File: src/rtl/tws_pkg.sv
// Shared types for the three-wire serial slave.
// Assumes an 8-bit command byte with a 5-bit address field in bits 5:1.
package tws_pkg;
    localparam int BYTE_W = 8;
    localparam int ADDR_W = 5;

    typedef enum logic [2:0] {
        ST_IDLE,
        ST_CMD,
        ST_WR,
        ST_RD,
        ST_DONE
    } tws_state_e;

    typedef struct packed {
        logic              wr_en;
        logic              ram;
        logic [ADDR_W-1:0] addr;
        logic              rd;
    } tws_cmd_t;

    // Split a received command byte into its fields.
    function automatic tws_cmd_t tws_decode(input logic [BYTE_W-1:0] b);
        tws_cmd_t c;
        c.wr_en = b[7];
        c.ram   = b[6];
        c.addr  = b[5:1];
        c.rd    = b[0];
        return c;
    endfunction
endpackage

File: src/rtl/tws_sync.sv
// Multi-stage synchronizer for a group of asynchronous input lines.
// Assumes the lines are slow compared with clk; each bit is synchronized on its own.
module tws_sync #(
    parameter int WIDTH  = 3,
    parameter int STAGES = 2
) (
    input  logic             clk,
    input  logic             rst_n,
    input  logic [WIDTH-1:0] d_i,
    output logic [WIDTH-1:0] q_o
);
    for (genvar g = 0; g < WIDTH; g++) begin : g_line
        logic [STAGES-1:0] chain;
        // Shift the line through the synchronizer chain.
        always_ff @(posedge clk) begin
            if (!rst_n) chain <= '0;
            else        chain <= {chain[STAGES-2:0], d_i[g]};
        end
        assign q_o[g] = chain[STAGES-1];
    end
endmodule

File: src/rtl/tws_edge.sv
// Rising and falling edge detector for a synchronized level.
// Assumes the input is already in the clk domain.
module tws_edge (
    input  logic clk,
    input  logic rst_n,
    input  logic lvl_i,
    output logic rise_o,
    output logic fall_o
);
    logic lvl_q;

    // Remember the previous level.
    always_ff @(posedge clk) begin
        if (!rst_n) lvl_q <= 1'b0;
        else        lvl_q <= lvl_i;
    end

    assign rise_o = lvl_i & ~lvl_q;
    assign fall_o = ~lvl_i & lvl_q;
endmodule

File: src/rtl/tws_ctrl.sv
// Transfer controller: command capture, data shifting, burst sequencing and
// register-port strobes. Assumes synchronized inputs, serial-clock phases of
// at least six system clocks, and read data that is valid from the cycle
// after reg_rd_o and held there.
module tws_ctrl
    import tws_pkg::*;
#(
    parameter int CLK_BURST = 8,
    parameter int RAM_BURST = 31
) (
    input  logic              clk,
    input  logic              rst_n,
    input  logic              ce_i,
    input  logic              rise_i,
    input  logic              fall_i,
    input  logic              din_i,
    output logic              dout_o,
    output logic              oe_o,
    output logic [ADDR_W-1:0] reg_addr_o,
    output logic              reg_ram_o,
    output logic              reg_wr_o,
    output logic              reg_rd_o,
    output logic [BYTE_W-1:0] reg_wdata_o,
    input  logic [BYTE_W-1:0] reg_rdata_i
);
    localparam int CNT_W  = $clog2(RAM_BURST + 1);
    localparam int BIT_W  = $clog2(BYTE_W);
    localparam logic [BIT_W-1:0]  LAST_BIT = BIT_W'(BYTE_W - 1);
    localparam logic [ADDR_W-1:0] BURST_A  = '1;

    tws_state_e        state;
    logic [BYTE_W-1:0] sh_rx, tx, rx_next;
    logic [BIT_W-1:0]  bcnt;
    logic [ADDR_W-1:0] addr_q;
    logic [CNT_W-1:0]  nbytes, lim;
    logic              burst, wr_en, rd_q;
    tws_cmd_t          dec;

    assign rx_next = {din_i, sh_rx[BYTE_W-1:1]};
    assign dec     = tws_decode(rx_next);
    assign lim     = reg_ram_o ? CNT_W'(RAM_BURST) : CNT_W'(CLK_BURST);

    // Main sequencer: shifts bits, decodes the command, issues strobes.
    always_ff @(posedge clk) begin
        if (!rst_n) begin
            state       <= ST_IDLE;
            sh_rx       <= '0;
            tx          <= '0;
            bcnt        <= '0;
            addr_q      <= '0;
            nbytes      <= '0;
            burst       <= 1'b0;
            wr_en       <= 1'b0;
            rd_q        <= 1'b0;
            dout_o      <= 1'b0;
            oe_o        <= 1'b0;
            reg_addr_o  <= '0;
            reg_ram_o   <= 1'b0;
            reg_wr_o    <= 1'b0;
            reg_rd_o    <= 1'b0;
            reg_wdata_o <= '0;
        end else begin
            reg_wr_o <= 1'b0;
            reg_rd_o <= 1'b0;
            rd_q     <= reg_rd_o;
            if (!ce_i) begin
                state <= ST_IDLE;
                oe_o  <= 1'b0;
                bcnt  <= '0;
            end else begin
                case (state)
                    ST_IDLE: begin
                        state <= ST_CMD;
                        bcnt  <= '0;
                    end
                    ST_CMD: if (rise_i) begin
                        sh_rx <= rx_next;
                        bcnt  <= bcnt + 1'b1;
                        if (bcnt == LAST_BIT) begin
                            burst      <= (dec.addr == BURST_A);
                            wr_en      <= dec.wr_en;
                            reg_ram_o  <= dec.ram;
                            nbytes     <= '0;
                            addr_q     <= (dec.addr == BURST_A) ? '0 : dec.addr;
                            reg_addr_o <= (dec.addr == BURST_A) ? '0 : dec.addr;
                            reg_rd_o   <= dec.rd;
                            state      <= dec.rd ? ST_RD : ST_WR;
                        end
                    end
                    ST_WR: if (rise_i) begin
                        sh_rx <= rx_next;
                        bcnt  <= bcnt + 1'b1;
                        if (bcnt == LAST_BIT) begin
                            reg_wr_o    <= wr_en;
                            reg_wdata_o <= rx_next;
                            reg_addr_o  <= addr_q;
                            addr_q      <= addr_q + 1'b1;
                            nbytes      <= nbytes + 1'b1;
                            if (!burst || (nbytes + 1'b1) == lim) state <= ST_DONE;
                        end
                    end
                    ST_RD: begin
                        if (rise_i) oe_o <= 1'b0;
                        if (fall_i) begin
                            oe_o   <= 1'b1;
                            dout_o <= tx[0];
                            tx     <= {1'b0, tx[BYTE_W-1:1]};
                            bcnt   <= bcnt + 1'b1;
                            if (bcnt == LAST_BIT) begin
                                if (!burst) begin
                                    reg_rd_o <= 1'b1;
                                end else if ((nbytes + 1'b1) == lim) begin
                                    state <= ST_DONE;
                                end else begin
                                    nbytes     <= nbytes + 1'b1;
                                    addr_q     <= addr_q + 1'b1;
                                    reg_addr_o <= addr_q + 1'b1;
                                    reg_rd_o   <= 1'b1;
                                end
                            end
                        end
                    end
                    default: if (rise_i) oe_o <= 1'b0;
                endcase
            end
            if (rd_q) tx <= reg_rdata_i;
        end
    end

    // Drive released while chip-enable is low.
    p_ce_low_release_r9: assert property (@(posedge clk) disable iff (!rst_n)
        !ce_i |=> !oe_o);
    // Drive released after every serial-clock rising edge.
    p_rise_release_r6: assert property (@(posedge clk) disable iff (!rst_n)
        rise_i |=> !oe_o);
    // Strobes never overlap.
    p_strobe_excl_r10: assert property (@(posedge clk) disable iff (!rst_n)
        !(reg_wr_o && reg_rd_o));
    // Write strobe lasts one cycle.
    p_wr_pulse_r10: assert property (@(posedge clk) disable iff (!rst_n)
        reg_wr_o |=> !reg_wr_o);
    // No write under a write-disabled command.
    p_wr_gate_r3: assert property (@(posedge clk) disable iff (!rst_n)
        reg_wr_o |-> wr_en);
    // Burst byte count stays below the space limit while active.
    p_burst_cap_r8: assert property (@(posedge clk) disable iff (!rst_n)
        (burst && (state == ST_WR || state == ST_RD)) |-> (nbytes < lim));
endmodule

File: src/rtl/tws_slave.sv
// Top of the three-wire serial slave: synchronizes the serial lines, finds
// serial-clock edges and runs the transfer controller.
// Assumes the serial clock is low when chip-enable rises.
module tws_slave #(
    parameter int SYNC_STAGES = 2,
    parameter int CLK_BURST   = 8,
    parameter int RAM_BURST   = 31
) (
    input  logic       clk,
    input  logic       rst_n,
    input  logic       ce_i,
    input  logic       sclk_i,
    input  logic       sdio_i,
    output logic       sdio_o,
    output logic       sdio_oe,
    output logic [4:0] reg_addr,
    output logic       reg_ram,
    output logic       reg_wr,
    output logic       reg_rd,
    output logic [7:0] reg_wdata,
    input  logic [7:0] reg_rdata
);
    logic [2:0] lines_s;
    logic       sclk_rise, sclk_fall;

    tws_sync #(.WIDTH(3), .STAGES(SYNC_STAGES)) u_sync (
        .clk   (clk),
        .rst_n (rst_n),
        .d_i   ({ce_i, sclk_i, sdio_i}),
        .q_o   (lines_s)
    );

    tws_edge u_edge (
        .clk    (clk),
        .rst_n  (rst_n),
        .lvl_i  (lines_s[1]),
        .rise_o (sclk_rise),
        .fall_o (sclk_fall)
    );

    tws_ctrl #(.CLK_BURST(CLK_BURST), .RAM_BURST(RAM_BURST)) u_ctrl (
        .clk         (clk),
        .rst_n       (rst_n),
        .ce_i        (lines_s[2]),
        .rise_i      (sclk_rise),
        .fall_i      (sclk_fall),
        .din_i       (lines_s[0]),
        .dout_o      (sdio_o),
        .oe_o        (sdio_oe),
        .reg_addr_o  (reg_addr),
        .reg_ram_o   (reg_ram),
        .reg_wr_o    (reg_wr),
        .reg_rd_o    (reg_rd),
        .reg_wdata_o (reg_wdata),
        .reg_rdata_i (reg_rdata)
    );
endmodule

File: config.mk
export PLATFORM = sky130hd
export DESIGN_NAME = tws_slave
export DESIGN_NICKNAME = d
export VERILOG_FILES = /design/src/rtl/tws_pkg.sv /design/src/rtl/tws_sync.sv /design/src/rtl/tws_edge.sv /design/src/rtl/tws_ctrl.sv /design/src/rtl/tws_slave.sv
export SDC_FILE = /design/constraint.sdc
export NUM_CORES = 1
export LEC_CHECK = 0
export ABC_CLOCK_PERIOD_IN_PS = 5200
export BUFFER_PORTS_ARGS = -buffer_cell sky130_fd_sc_hd__buf_2
export CAP_MARGIN = 15
export CORE_ASPECT_RATIO = 0.7
export CORE_MARGIN = 4
export CORE_UTILIZATION = 40
export CTS_BUF_LIST = sky130_fd_sc_hd__clkbuf_4
export CTS_CLUSTER_DIAMETER = 30
export DETAILED_ROUTE_END_ITERATION = 12
export SYNTH_ARGS = -nofsm -noshare
export SYNTH_HDL_FRONTEND = slang
export SYNTH_SLANG_ARGS = --single-unit
File: constraint.sdc
create_clock -name clk -period 5.2 [get_ports clk]
set_clock_uncertainty 0.1 [all_clocks]
set_input_delay 0.26 -clock clk [delete_from_list [all_inputs] [get_ports clk]]
set_output_delay 0.26 -clock clk [all_outputs]
set_load 0.02 [all_outputs]
==> results of run 1 <==
## metrics by stage
| step | hold slack (ns) | util, % | worst slack (ns) |
|---|---|---|---|
| 5_1_grt | 0.00317 | 46.6 | 2.07 |
| 3_3_place_gp | 0.319 | 43.4 | 2.52 |
| 4_1_cts | 0.00139 | 46.6 | 2.35 |
| 6_report | 0.0216 | 46.6 | 2.36 |
| 2_1_floorplan | 0.287 | - | 3.15 |
| 3_5_place_dp | 0.323 | 43.4 | 2.36 |
## routing by layer
| layer | wire length, um | part of all wire (%) |
|---|---|---|
| met5 | 0 | 0 |
| met3 | 322 | 4.9 |
| met2 | 2780 | 42 |
| met4 | 24 | 0.37 |
| met1 | 3420 | 52 |
## layout make-up
| class | count | area, um^2 | area share [%] |
|---|---|---|---|
| Clock inverter | 7 | 76.3 | 2.44 |
| Tap cell | 94 | 118 | 3.75 |
| Multi-Input combinational cell | 225 | 1450 | 46.2 |
| Clock buffer | 9 | 67.6 | 2.16 |
| Timing Repair Buffer | 37 | 220 | 7.03 |
| Sequential cell | 59 | 1180 | 37.7 |
| Inverter | 6 | 22.5 | 0.719 |
## worst paths after layout
path,start,to,slack [ns],cells past startpoint
max reg2reg,u_ctrl.nbytes[0]$_SDFFE_PN0P_,u_ctrl.reg_addr_o[2]$_SDFFE_PN0P_,2.36,6
max,u_ctrl.nbytes[0]$_SDFFE_PN0P_,u_ctrl.reg_addr_o[2]$_SDFFE_PN0P_,2.36,6
min reg2reg,u_ctrl.wr_en$_SDFFE_PN0P_,u_ctrl.reg_wr_o$_SDFF_PN0_,0.34,2
min,reg_rdata[5],u_ctrl.tx[5]$_SDFFE_PN0P_,0.02,3
## worst min-delay path: stages
cell      delay, ns
buf_2          0.09
nor2_1         0.08
a311oi_1       0.05
## cells in the mapped netlist, types with 2 or more instances
cell type	n	area share [%]
o41ai_1	3	0.95
inv_1	5	0.68
o21ai_0	4	0.72
clkbuf_1	13	1.8
buf_2	6	1.1
nand3b_1	3	0.82
o21ai_1	8	1.4
a311oi_1	7	2.2
nand2b_1	5	1.1
nand3_1	20	3.6
or4_1	2	0.54
nand4_1	3	0.68
o31ai_1	3	0.82
ha_1	4	1.8
o211ai_1	10	2.7
a21oi_1	15	2.7
nand2_1	19	2.6
nor2_1	41	5.6
nor3_1	6	1.1
xor2_1	5	1.6
a22oi_1	3	0.82
dfxtp_1	59	43
o311ai_0	5	1.6
mux2i_1	18	6.5
or3_1	2	0.45
buf_6	2	0.82
and2_1	12	2.7
xnor2_1	5	1.6
o31ai_2	3	1.4
## sequential cells by signal, indices dropped and copies added (netlist names), 5 cells and up
register             cells
u_sync.g_line.chain      6
u_ctrl.nbytes            5
u_ctrl.tx                8
u_ctrl.reg_wdata_o       8
u_ctrl.reg_addr_o        5
u_ctrl.sh_rx             7
u_ctrl.addr_q            5
## cell families (layout without fill, tap and decap cells)
group,after synthesis,after routing
AO/OA/AOI/OAI,68,68
XOR/XNOR,10,10
adder cells (fa/ha/maj),4,4
buffers and inverters,28,59
flip-flops,59,59
multiplexers,19,19
AND/OR/NAND/NOR,124,124
## power groups by stage
stage,sequential [W],combinational (W),clock (W)
detailed placement,0.000468,0.0000209,0
finish,0.000458,0.0000246,0.000338
global route,0.000459,0.0000282,0.000378
global placement,0.000468,0.0000207,0
floorplan,0.000466,0.0000154,0
CTS,0.000458,0.0000249,0.000350
==> results by group, run 1 <==
Route
  • Vias per std cell: 5.42
  • Routed WL: approximately 6.5 mm
  • DR WL/cell: 15.0 um
  • Via count: between 2k and 2.5k
  • Iter 0 DRT Violations: approximately 170
  • DRC violations left: 0
  • Detail Route Antenna Nets: 0
  • Drt first pass iters: 5

Timing
  • Final worst-path cycle share: 54.6%
  • Fmax: 352 MHz
  • Slew headroom: between 20 and 30%
  • Setup Total Neg Slack: 0 ns
  • Setup violations, final: 0
  • Unrepaired setup endpoints after global routing: false
  • Tmin final: roughly 2.8 ns
  • Pin slew with the least headroom to its limit: between 1 and 1.5 ns
  • Final hold vios: 0
  • Fin. max-slew vios: 0

GRT
  • Met1 GRT Util: around a quarter
  • Grt met3 use: roughly 6.7%
  • Antenna violations before repair: 0
  • Largest net degree at the start of global routing: 38
  • GR Overflow Total: 0
  • Vias in the first global route: around 2.2k
  • GR peak layer: met1
  • Met2 GRT Util: a little under a quarter
  • Total GRT Usage: roughly 17%
  • First-pass GRT wire length: about 11 mm

Place
  • Dpl hpwl: approximately 4.3 mm
  • Port Buf Inserts: 30
  • Placed Instances: roughly 410
  • Gp weighted congestion: between 0.8 and 0.9
  • Area after DPL: between 2000 and 3000 um^2

Critical path
  • Crit start category: flop
  • Crit path DAT: roughly 3 ns
  • Buffers plus inverters on the worst setup path: 0
  • CP Cell Sequence: ha_1 > nor3b_1 > mux2i_2 > nor4_4 > or2_1 > a211oi_1
  • Worst-path maximum fanout: 16
  • Max stage delay on crit path: ~0.73 ns
  • Family with the most delay on the worst path: simple AND/OR/NAND/NOR gates
  • Worst path slowest cell: nor4_4
  • Endpoint class of the critical path: flop
  • Required time of the worst setup path: roughly 5.4 ns
  • Worst setup path class: reg2reg

Final layout
  • # fillers: 677
  • Layout cells sized above 1: 16.0%
  • Number of diodes: 0
  • Fin nets: 355
  • P&R area growth vs syn: 13.5%
  • Commonest non-fill, non-tap cell in the layout: dfxtp_1
  • Non-filler instance count after layout: approximately 440
  • Commonest non-fill, non-tap cells in the layout: 59 x dfxtp_1, 41 x nor2_1, 30 x buf_2
  • Design area: between 3000 and 4000 um^2

Floorplan
  • Cell Rows: 25
  • Die height: approximately 78 um
  • IO Count: 31
  • Initial core utilization: around two fifths
  • Core area: between 6000 and 7000 um^2
  • Die Wd: about 110 um
  • DIE AREA: 8320 um^2

Synth
  • Syn avg cell area: 8.85 um^2
  • Cells after Synth: approximately 310
  • EDFF count, synth: 0
  • Synthesized area: between 2000 and 3000 um^2
  • Synth warn: 0
  • Area fraction in compound gates after synthesis: around 17%
  • Synth Area in Adders: around 1.8%
  • Most used flip-flop cell after synthesis: dfxtp_1
  • Count of different cell masters after synthesis: 50
  • Largest family of logic cells by synthesized area: simple AND/OR/NAND/NOR gates
  • Multiplexer share of the synthesized area: between 7 and 8%
  • Asr flop ratio synth: 0%
  • Simple-gate portion of the synthesized area: between 20% and 30%
  • XOR/XNOR share of the synthesized area: under 10%
  • Flops & latches, synth: 59
  • Synthesized Nets: about 330
  • Sequential area share after synthesis: 42.8%

Outcome
  • Status: finished clean

Pwr
  • Sequential share of power: a little under three fifths
  • Power, Total: 0.000820 W
  • Pwr per Cell Area: 262 nW/um^2
  • Int Pwr: roughly 0.00061 W
  • Worst VDD drop: between 0.1 and 0.15 mV
  • Static leakage: approximately 1.2 nW
  • Clock Power Share: slightly above 40%
  • Logic pwr share: under 10%
  • Switching pwr: just over 0.0002 W
  • Sw frac: around a quarter

Run
  • MaxCap Viol Count: 0

Clocking
  • H-Tree Depth: 3
  • Worst-path clk slew: roughly 0.12 ns
  • Clock Path Buffers: 2
  • Setup Fix Bufs, Post-CTS: 0
  • Resize count post-CTS: 0
  • Clock Latency Late Sink: about 0.41 ns
  • TritonCTS buffer count: 9
  • Hold buffers post-CTS: 7
  • # clock sinks: 59
  • Root Driver: clkbuf_4
  • CTS tree: yes

Min path
  • Min-delay worst type: in2reg
Power figures use the tool's default switching activity.
==> run 2, diff against run 1 <==
- ABC_CLOCK_PERIOD_IN_PS: 5200 -> 2500
- clock period: 5.2 -> 2.5 ns (I/O delays scaled with it)
==> run 2 against run 1 <==
  * Die area unchanged
  * Critical path depth is 1 higher
  * Sequential share of layout area is 2.0 points lower
  * Non-clock buffer count rose by 19
  * Flip-flop and latch count unchanged
  * Global-route usage shrank 0.48 points
  * Count of clock-buffer cells in the layout is the same
  * Wire length is 2.8% lower
  * Critical path type unchanged
  * Fmax grew 28%
  * Worst setup slack lost 2.1 ns
  * Combinational power rose to 2.6 times the previous value
==> results by group, run 2 (same netlist as run 1, synthesis figures left out) <==
GRT
  • Met1 GRT Util: about a quarter
  • Antenna violations before repair: 0
  • GR peak layer: met1
  • Total GRT Usage: about 17%
  • Vias in the first global route: between 2k and 2.5k
  • First-pass GRT wire length: 11.1 mm
  • Met2 GRT Util: a little under a quarter
  • GR Overflow Total: 0
  • Grt met3 use: under 10%
  • Largest net degree at the start of global routing: 34

Timing
  • Setup Total Neg Slack: 0 ns
  • Slew headroom: approximately 65%
  • Final worst-path cycle share: roughly nine tenths
  • Setup violations, final: 0
  • Fin. max-slew vios: 0
  • Unrepaired setup endpoints after global routing: false
  • Final hold vios: 0
  • Tmin final: around 2.2 ns
  • Pin slew with the least headroom to its limit: about 0.52 ns
  • Fmax: between 400 and 500 MHz
  • Hold_ws: approximately 0.05 ns

Final layout
  • Commonest non-fill, non-tap cells in the layout: 59 x dfxtp_1, 41 x nor2_1, 30 x buf_2
  • Number of diodes: 0
  • Fin nets: roughly 370
  • Regs by FF count: u_ctrl.reg_wdata_o: 8 flops, u_ctrl.tx: 8 flops, u_ctrl.sh_rx: 7 flops
  • Commonest non-fill, non-tap cell in the layout: dfxtp_1
  • Layout cells sized above 1: 19.1%
  • P&R area growth vs syn: 19.9%
  • # fillers: approximately 670

Critical path
  • Endpoint class of the critical path: flop
  • Worst setup path class: reg2reg
  • Required time of the worst setup path: approximately 2.7 ns
  • Worst-path maximum fanout: 10
  • R2R setup slack: 0.29 ns
  • CP Cell Sequence: ha_1 > xnor2_1 > mux2i_2 > nor4_4 > buf_4 > o311ai_0 > o31ai_2
  • Crit path DAT: about 2.4 ns
  • Crit start category: flop
  • Max stage delay on crit path: about 0.41 ns
  • Worst path slowest cell: dfxtp_1

Floorplan
  • Die Wd: roughly 110 um
  • Cell Rows: 25
  • Initial core utilization: between 40 and 50%
  • Core area: a little under 7000 um^2
  • IO Count: 31
  • Die height: 77.5 um
  • DIE AREA: ~8300 um^2

Route
  • DRC violations left: 0
  • Routed WL: between 6 and 7 mm
  • Iter 0 DRT Violations: ~120
  • Drt first pass iters: 4
  • Vias per std cell: ~5.2
  • Via count: between 2k and 2.5k
  • DR WL/cell: roughly 14 um
  • Detail Route Antenna Nets: 0

Pwr
  • Sequential share of power: between 50% and 60%
  • Static leakage: between 1 and 1.5 nW
  • Int Pwr: around 0.0014 W
  • Worst VDD drop: 0.377 mV
  • Sw frac: between 20 and 25%
  • Switching pwr: between 0.0004 and 0.0005 W
  • Clock Power Share: between 40% and 50%
  • Pwr per Cell Area: around 540 nW/um^2
  • Logic pwr share: under 10%

Clocking
  • Clock Latency Late Sink: 0.40 ns
  • # clock sinks: 59
  • H-Tree Depth: 3
  • Clock Path Buffers: 2
  • Worst-path clk slew: ~0.11 ns
  • CTS tree: yes
  • Setup Fix Bufs, Post-CTS: 0
  • Root Driver: clkbuf_4
  • TritonCTS buffer count: 9

Min path
  • Min-delay worst type: in2reg

Outcome
  • Status: finished clean

Place
  • Dpl hpwl: roughly 4.4 mm
  • Port Buf Inserts: 30
  • Gp weighted congestion: about 0.8

Run
  • MaxCap Viol Count: 0
run 2: path summary, 6_finish.rpt:
path,start,to,cells after the start
worst min-delay path,rst_n,u_ctrl.bcnt[1]$_SDFFE_PN0P_,3
worst max-delay path,u_ctrl.nbytes[0]$_SDFFE_PN0P_,u_ctrl.addr_q[3]$_SDFFE_PN0P_,7
worst min register to register,u_sync.g_line[1].chain[0]$_SDFF_PN0_,u_sync.g_line[1].chain[1]$_SDFF_PN0_,1
worst max register to register,u_ctrl.nbytes[0]$_SDFFE_PN0P_,u_ctrl.addr_q[3]$_SDFFE_PN0P_,7
run 2: area by class of cell:
class,instances,area (um^2),share of cell area [%]
tap,94,118,3.55
timing repair buffer,56,373,11.3
clock inverter,7,92.6,2.80
inverter,6,22.5,0.680
multi-input combinational,225,1460,44.0
clock buffer,9,67.6,2.04
sequential,59,1180,35.7
run 2: per-stage QoR:
stage	total power (W)	setup WS (ns)	utilization [%]	cell area, um^2	instances
floorplan	0.00100	0.454	-	2760	312
CTS	0.00180	0.252	49.1	3300	456
global placement	0.00102	0.337	45.1	3030	429
detailed placement	0.00102	0.267	45.1	3030	429
finish	0.00178	0.290	49.2	3310	456
global route	0.00185	0.0193	49.2	3310	456
run 2: layer usage:
metal	wire [um]	part of all wire (%)
met5	0	0
met4	65	1.0
met3	338	5.3
met2	2650	42
met1	3310	52
run 2: repair_timing:
item	CTS	global route
setup endpoints to repair	0	1
hold endpoints to repair	11	0
resized for setup	0	1
hold buffers	11	0
run 2: power groups by stage:
stage               combinational, W  clock, W  sequential, W
floorplan                  0.0000320         0       0.000969
global placement           0.0000504         0       0.000971
detailed placement         0.0000504         0       0.000971
CTS                        0.0000636  0.000787       0.000949
global route               0.0000710  0.000831       0.000950
finish                     0.0000644  0.000765       0.000949
run 2: worst max-delay path: cells and delay by family (launching register included):
family	cells	cell delay, ns
and+or+nand+nor	1	0.10
muxes	1	0.36
buffers and inverters	1	0.18
AOI/OAI and AO/OA	2	0.51
adders and majority gates	1	0.25
DFF	1	0.41
xor gates and xnor gates	1	0.17
==> run 3, diff against run 2 <==
--- a/config.mk
+++ b/config.mk
@@ -10,3 +10,3 @@
 export CAP_MARGIN = 15
-export CORE_ASPECT_RATIO = 0.7
+export CORE_ASPECT_RATIO = 0.75
 export CORE_MARGIN = 4
@@ -18,2 +18,3 @@
 export SYNTH_HDL_FRONTEND = slang
+export SYNTH_HIERARCHICAL = 1
 export SYNTH_SLANG_ARGS = --single-unit
--- a/constraint.sdc
+++ b/constraint.sdc
@@ -4,2 +4,2 @@
 set_output_delay 0.125 -clock clk [all_outputs]
-set_load 0.02 [all_outputs]
+set_load 0.005 [all_outputs]
==> run 3 against run 2 <==
  * Synthesized cell count increased by 0.96%
  * Critical path depth decreased by 1
  * Final cell count decreased by 3.1%
  * Total power increased by 1.8%
  * Sequential share of layout area increased by 0.34 points
  * Highest routed layer unchanged
  * Fmax decreased by 5.2%
  * Worst setup slack got worse by 0.12 ns
  * Register-to-register slack got worse by 0.12 ns
  * Flip-flop and latch count unchanged
  * Sequential power about the same
  * Die area increased by 0.20%
==> results by group, run 3 <==
Place
  • Port Buf Inserts: 30
  • Gp weighted congestion: between 0.8 and 0.9
  • Dpl hpwl: about 4.5 mm
  • Placed Instances: approximately 420
  • Worst slack at placement: 0.213 ns

Critical path
  • Required time of the worst setup path: roughly 2.7 ns
  • Max stage delay on crit path: 0.40 ns
  • R2R setup slack: approximately 0.17 ns
  • CP Capture Point: u_ctrl/addr_q[4]$_SDFFE_PN0P_
  • Critical R2R Launch: u_ctrl/nbytes[0]$_SDFFE_PN0P_
  • R2r endpoint: u_ctrl/addr_q[4]$_SDFFE_PN0P_
  • CP Cell Sequence: ha_1 > or3b_1 > mux2i_2 > and4_1 > nor2_1 > a31o_2
  • Worst setup path class: reg2reg
  • Worst-path maximum fanout: 9
  • Crit. Startpoint: u_ctrl/nbytes[0]$_SDFFE_PN0P_
  • Crit path DAT: 2.53 ns
  • Endpoint class of the critical path: flop
  • Crit start category: flop
  • R2R cell count: 6
  • Worst path slowest cell: and4_1

Final layout
  • Commonest non-fill, non-tap cells in the layout: 59 x dfxtp_1, 40 x nor2_1, 30 x buf_2
  • Non-filler instance count after layout: about 440
  • Number of diodes: 0
  • Commonest non-fill, non-tap cell in the layout: dfxtp_1
  • # fillers: between 600 and 700
  • P&R area growth vs syn: 18.4%
  • Layout cells sized above 1: 18.8%
  • Regs by FF count: u_ctrl/reg_wdata_o: 8 flops, u_ctrl/tx: 8 flops, u_ctrl/sh_rx: 7 flops
  • Finished Core Util: 50.4%
  • Fin nets: ~370

Clocking
  • H-Tree Depth: 3
  • # clock sinks: a little under 60
  • TritonCTS buffer count: 9
  • CTS tree: yes
  • Resize count post-CTS: 0
  • Clock Latency Late Sink: around 0.4 ns
  • Worst-path clk slew: 0.12 ns
  • Clock Path Buffers: 2
  • Root Driver: clkbuf_4

Timing
  • Final worst-path cycle share: slightly above 90%
  • Fmax: 429 MHz
  • Final WS setup: between 0.15 and 0.2 ns
  • Pin slew with the least headroom to its limit: approximately 0.66 ns
  • Fin. max-slew vios: 0
  • Setup Total Neg Slack: 0 ns
  • Final hold vios: 0
  • Slew headroom: 56.1%
  • Unrepaired setup endpoints after global routing: false
  • Tmin final: between 2 and 2.5 ns
  • Setup violations, final: 0

Floorplan
  • IO Count: 31
  • Initial core utilization: around 43%
  • Core area: between 6000 and 7000 um^2
  • Die height: about 80 um
  • Cell Rows: 25
  • Die Wd: approximately 100 um
  • DIE AREA: roughly 8300 um^2

Synth
  • Synthesized area: ~2800 um^2
  • Count of different cell masters after synthesis: 44
  • Syn avg cell area: approximately 8.8 um^2
  • Asr flop ratio synth: 0%
  • Most used flip-flop cell after synthesis: dfxtp_1
  • Top cell type's share of synthesized area: 42.6%
  • Synth cell count leaders: 59 x dfxtp_1, 40 x nor2_1, 29 x mux2i_1
  • Flops & latches, synth: between 50 and 60
  • Sequential area share after synthesis: around 43%
  • Synthesized Nets: roughly 330
  • Synth area leaders: dfxtp_1 43%, mux2i_1 10%, nor2_1 5.4%, nand3_1 3.6%, a21oi_1 3.4%
  • EDFF count, synth: 0
  • Dominant cell type by area after synthesis: dfxtp_1
  • Cells after Synth: about 320
  • Synth warn: 6
  • Count leader, synth: dfxtp_1

Min path
  • Min-delay worst type: in2reg
  • Hold-critical path depth: 4

GRT
  • Total GRT Usage: 16.5%
  • Vias in the first global route: 2235
  • Antenna violations before repair: 0
  • Grt met3 use: roughly 4.3%
  • First-pass GRT wire length: ~11 mm
  • Met2 GRT Util: 23.9%
  • Met1 GRT Util: between 20% and 30%
  • GR peak layer: met2
  • GR Overflow Total: 0
  • Largest net degree at the start of global routing: 27

Pwr
  • Int Pwr: 0.00139 W
  • Clock Power Share: approximately 44%
  • Sw frac: between 20% and 30%
  • Sequential share of power: 52.5%
  • Power, Total: 0.00181 W
  • Pwr per Cell Area: about 550 nW/um^2
  • Logic pwr share: under 10%
  • Switching pwr: about 0.00042 W
  • Static leakage: ~1.3 nW
  • Worst VDD drop: 0.266 mV

Route
  • DR WL/cell: about 14 um
  • Detail Route Antenna Nets: 0
  • Drt first pass iters: 4
  • Vias per std cell: between 5 and 6
  • Via count: 2301
  • DRC violations left: 0
  • Routed WL: 6.37 mm
  • Iter 0 DRT Violations: between 100 and 150

Outcome
  • Status: finished clean

Run
  • MaxCap Viol Count: 0
-- run 3: changes by cell type after synthesis, moves of 7 or more --
cell	previous run	this run
a211oi_1	1	8
mux2i_1	18	29
o211ai_1	10	3
o21ai_1	8	0
-- run 3: power by group through the flow --
| stage | logic, W | registers [W] | clock network (W) |
|---|---|---|---|
| global route | 0.0000701 | 0.000951 | 0.000875 |
| finish | 0.0000631 | 0.000950 | 0.000797 |
| detailed placement | 0.0000500 | 0.000971 | 0 |
| floorplan | 0.0000337 | 0.000967 | 0 |
| global placement | 0.0000498 | 0.000971 | 0 |
| CTS | 0.0000632 | 0.000950 | 0.000828 |
-- run 3: what timing repair did --
action                    4_1_cts  5_1_grt
buffers inserted                0        0
hold buffers                   11        0
hold endpoints to repair       11        0
-- run 3: final cells by class --
| class | instances | area [um^2] | area share (%) |
|---|---|---|---|
| Clock inverter | 7 | 100 | 3.05 |
| Clock buffer | 9 | 67.6 | 2.06 |
| Timing Repair Buffer | 54 | 358 | 10.9 |
| Multi-Input combinational cell | 227 | 1450 | 44.3 |
| Tap cell | 81 | 101 | 3.09 |
| Sequential cell | 59 | 1180 | 36.0 |
| Inverter | 5 | 18.8 | 0.572 |
-- run 3: through the flow --
stage	hold WS (ns)	area [um^2]
after global placement	0.226	3000
after global routing	0.110	3280
final	0.114	3280
after CTS	0.0874	3280
after floorplan	0.147	2770
after detailed placement	0.229	3000
-- run 3: how the worst min path moves through the flow --
stage                                                end  slack (ns)    from
floorplan           u_sync/g_line[0].chain[0]$_SDFF_PN0_        0.15  sdio_i
global placement    u_sync/g_line[0].chain[0]$_SDFF_PN0_        0.23  sdio_i
detailed placement  u_sync/g_line[0].chain[0]$_SDFF_PN0_        0.23  sdio_i
CTS                           u_ctrl/reg_wr_o$_SDFF_PN0_        0.09   rst_n
global route                  u_ctrl/reg_wr_o$_SDFF_PN0_        0.11   rst_n
finish                        u_ctrl/reg_wr_o$_SDFF_PN0_        0.11   rst_n
-- run 3: worst max-delay path: cells and delay by family (launching register included) --
kind                       cells  cell delay, ns
adders and majority gates      1            0.34
and+or+nand+nor                3            0.93
AOI/OAI and AO/OA              1            0.25
muxes                          1            0.24
DFF                            1            0.37
-- run 3: layer usage --
metal | routed length (um) | up-vias
li1 | - | 1201
met1 | 3440 | 1052
met4 | 31 | 0
met2 | 2630 | 46
met5 | 0 | -
met3 | 268 | 2
-- run 3: logic make-up (layout without fill, tap and decap cells) --
| family | Yosys count | count (layout) | share of synthesized area, % |
|---|---|---|---|
| compound gates | 59 | 59 | 14.0 |
| xor+xnor | 10 | 10 | 3.43 |
| fa+ha+maj | 4 | 4 | 1.81 |
| buf+inv | 29 | 75 | 4.92 |
| flops | 59 | 59 | 42.6 |
| mux | 30 | 30 | 11.0 |
| simple gates | 124 | 124 | 22.2 |
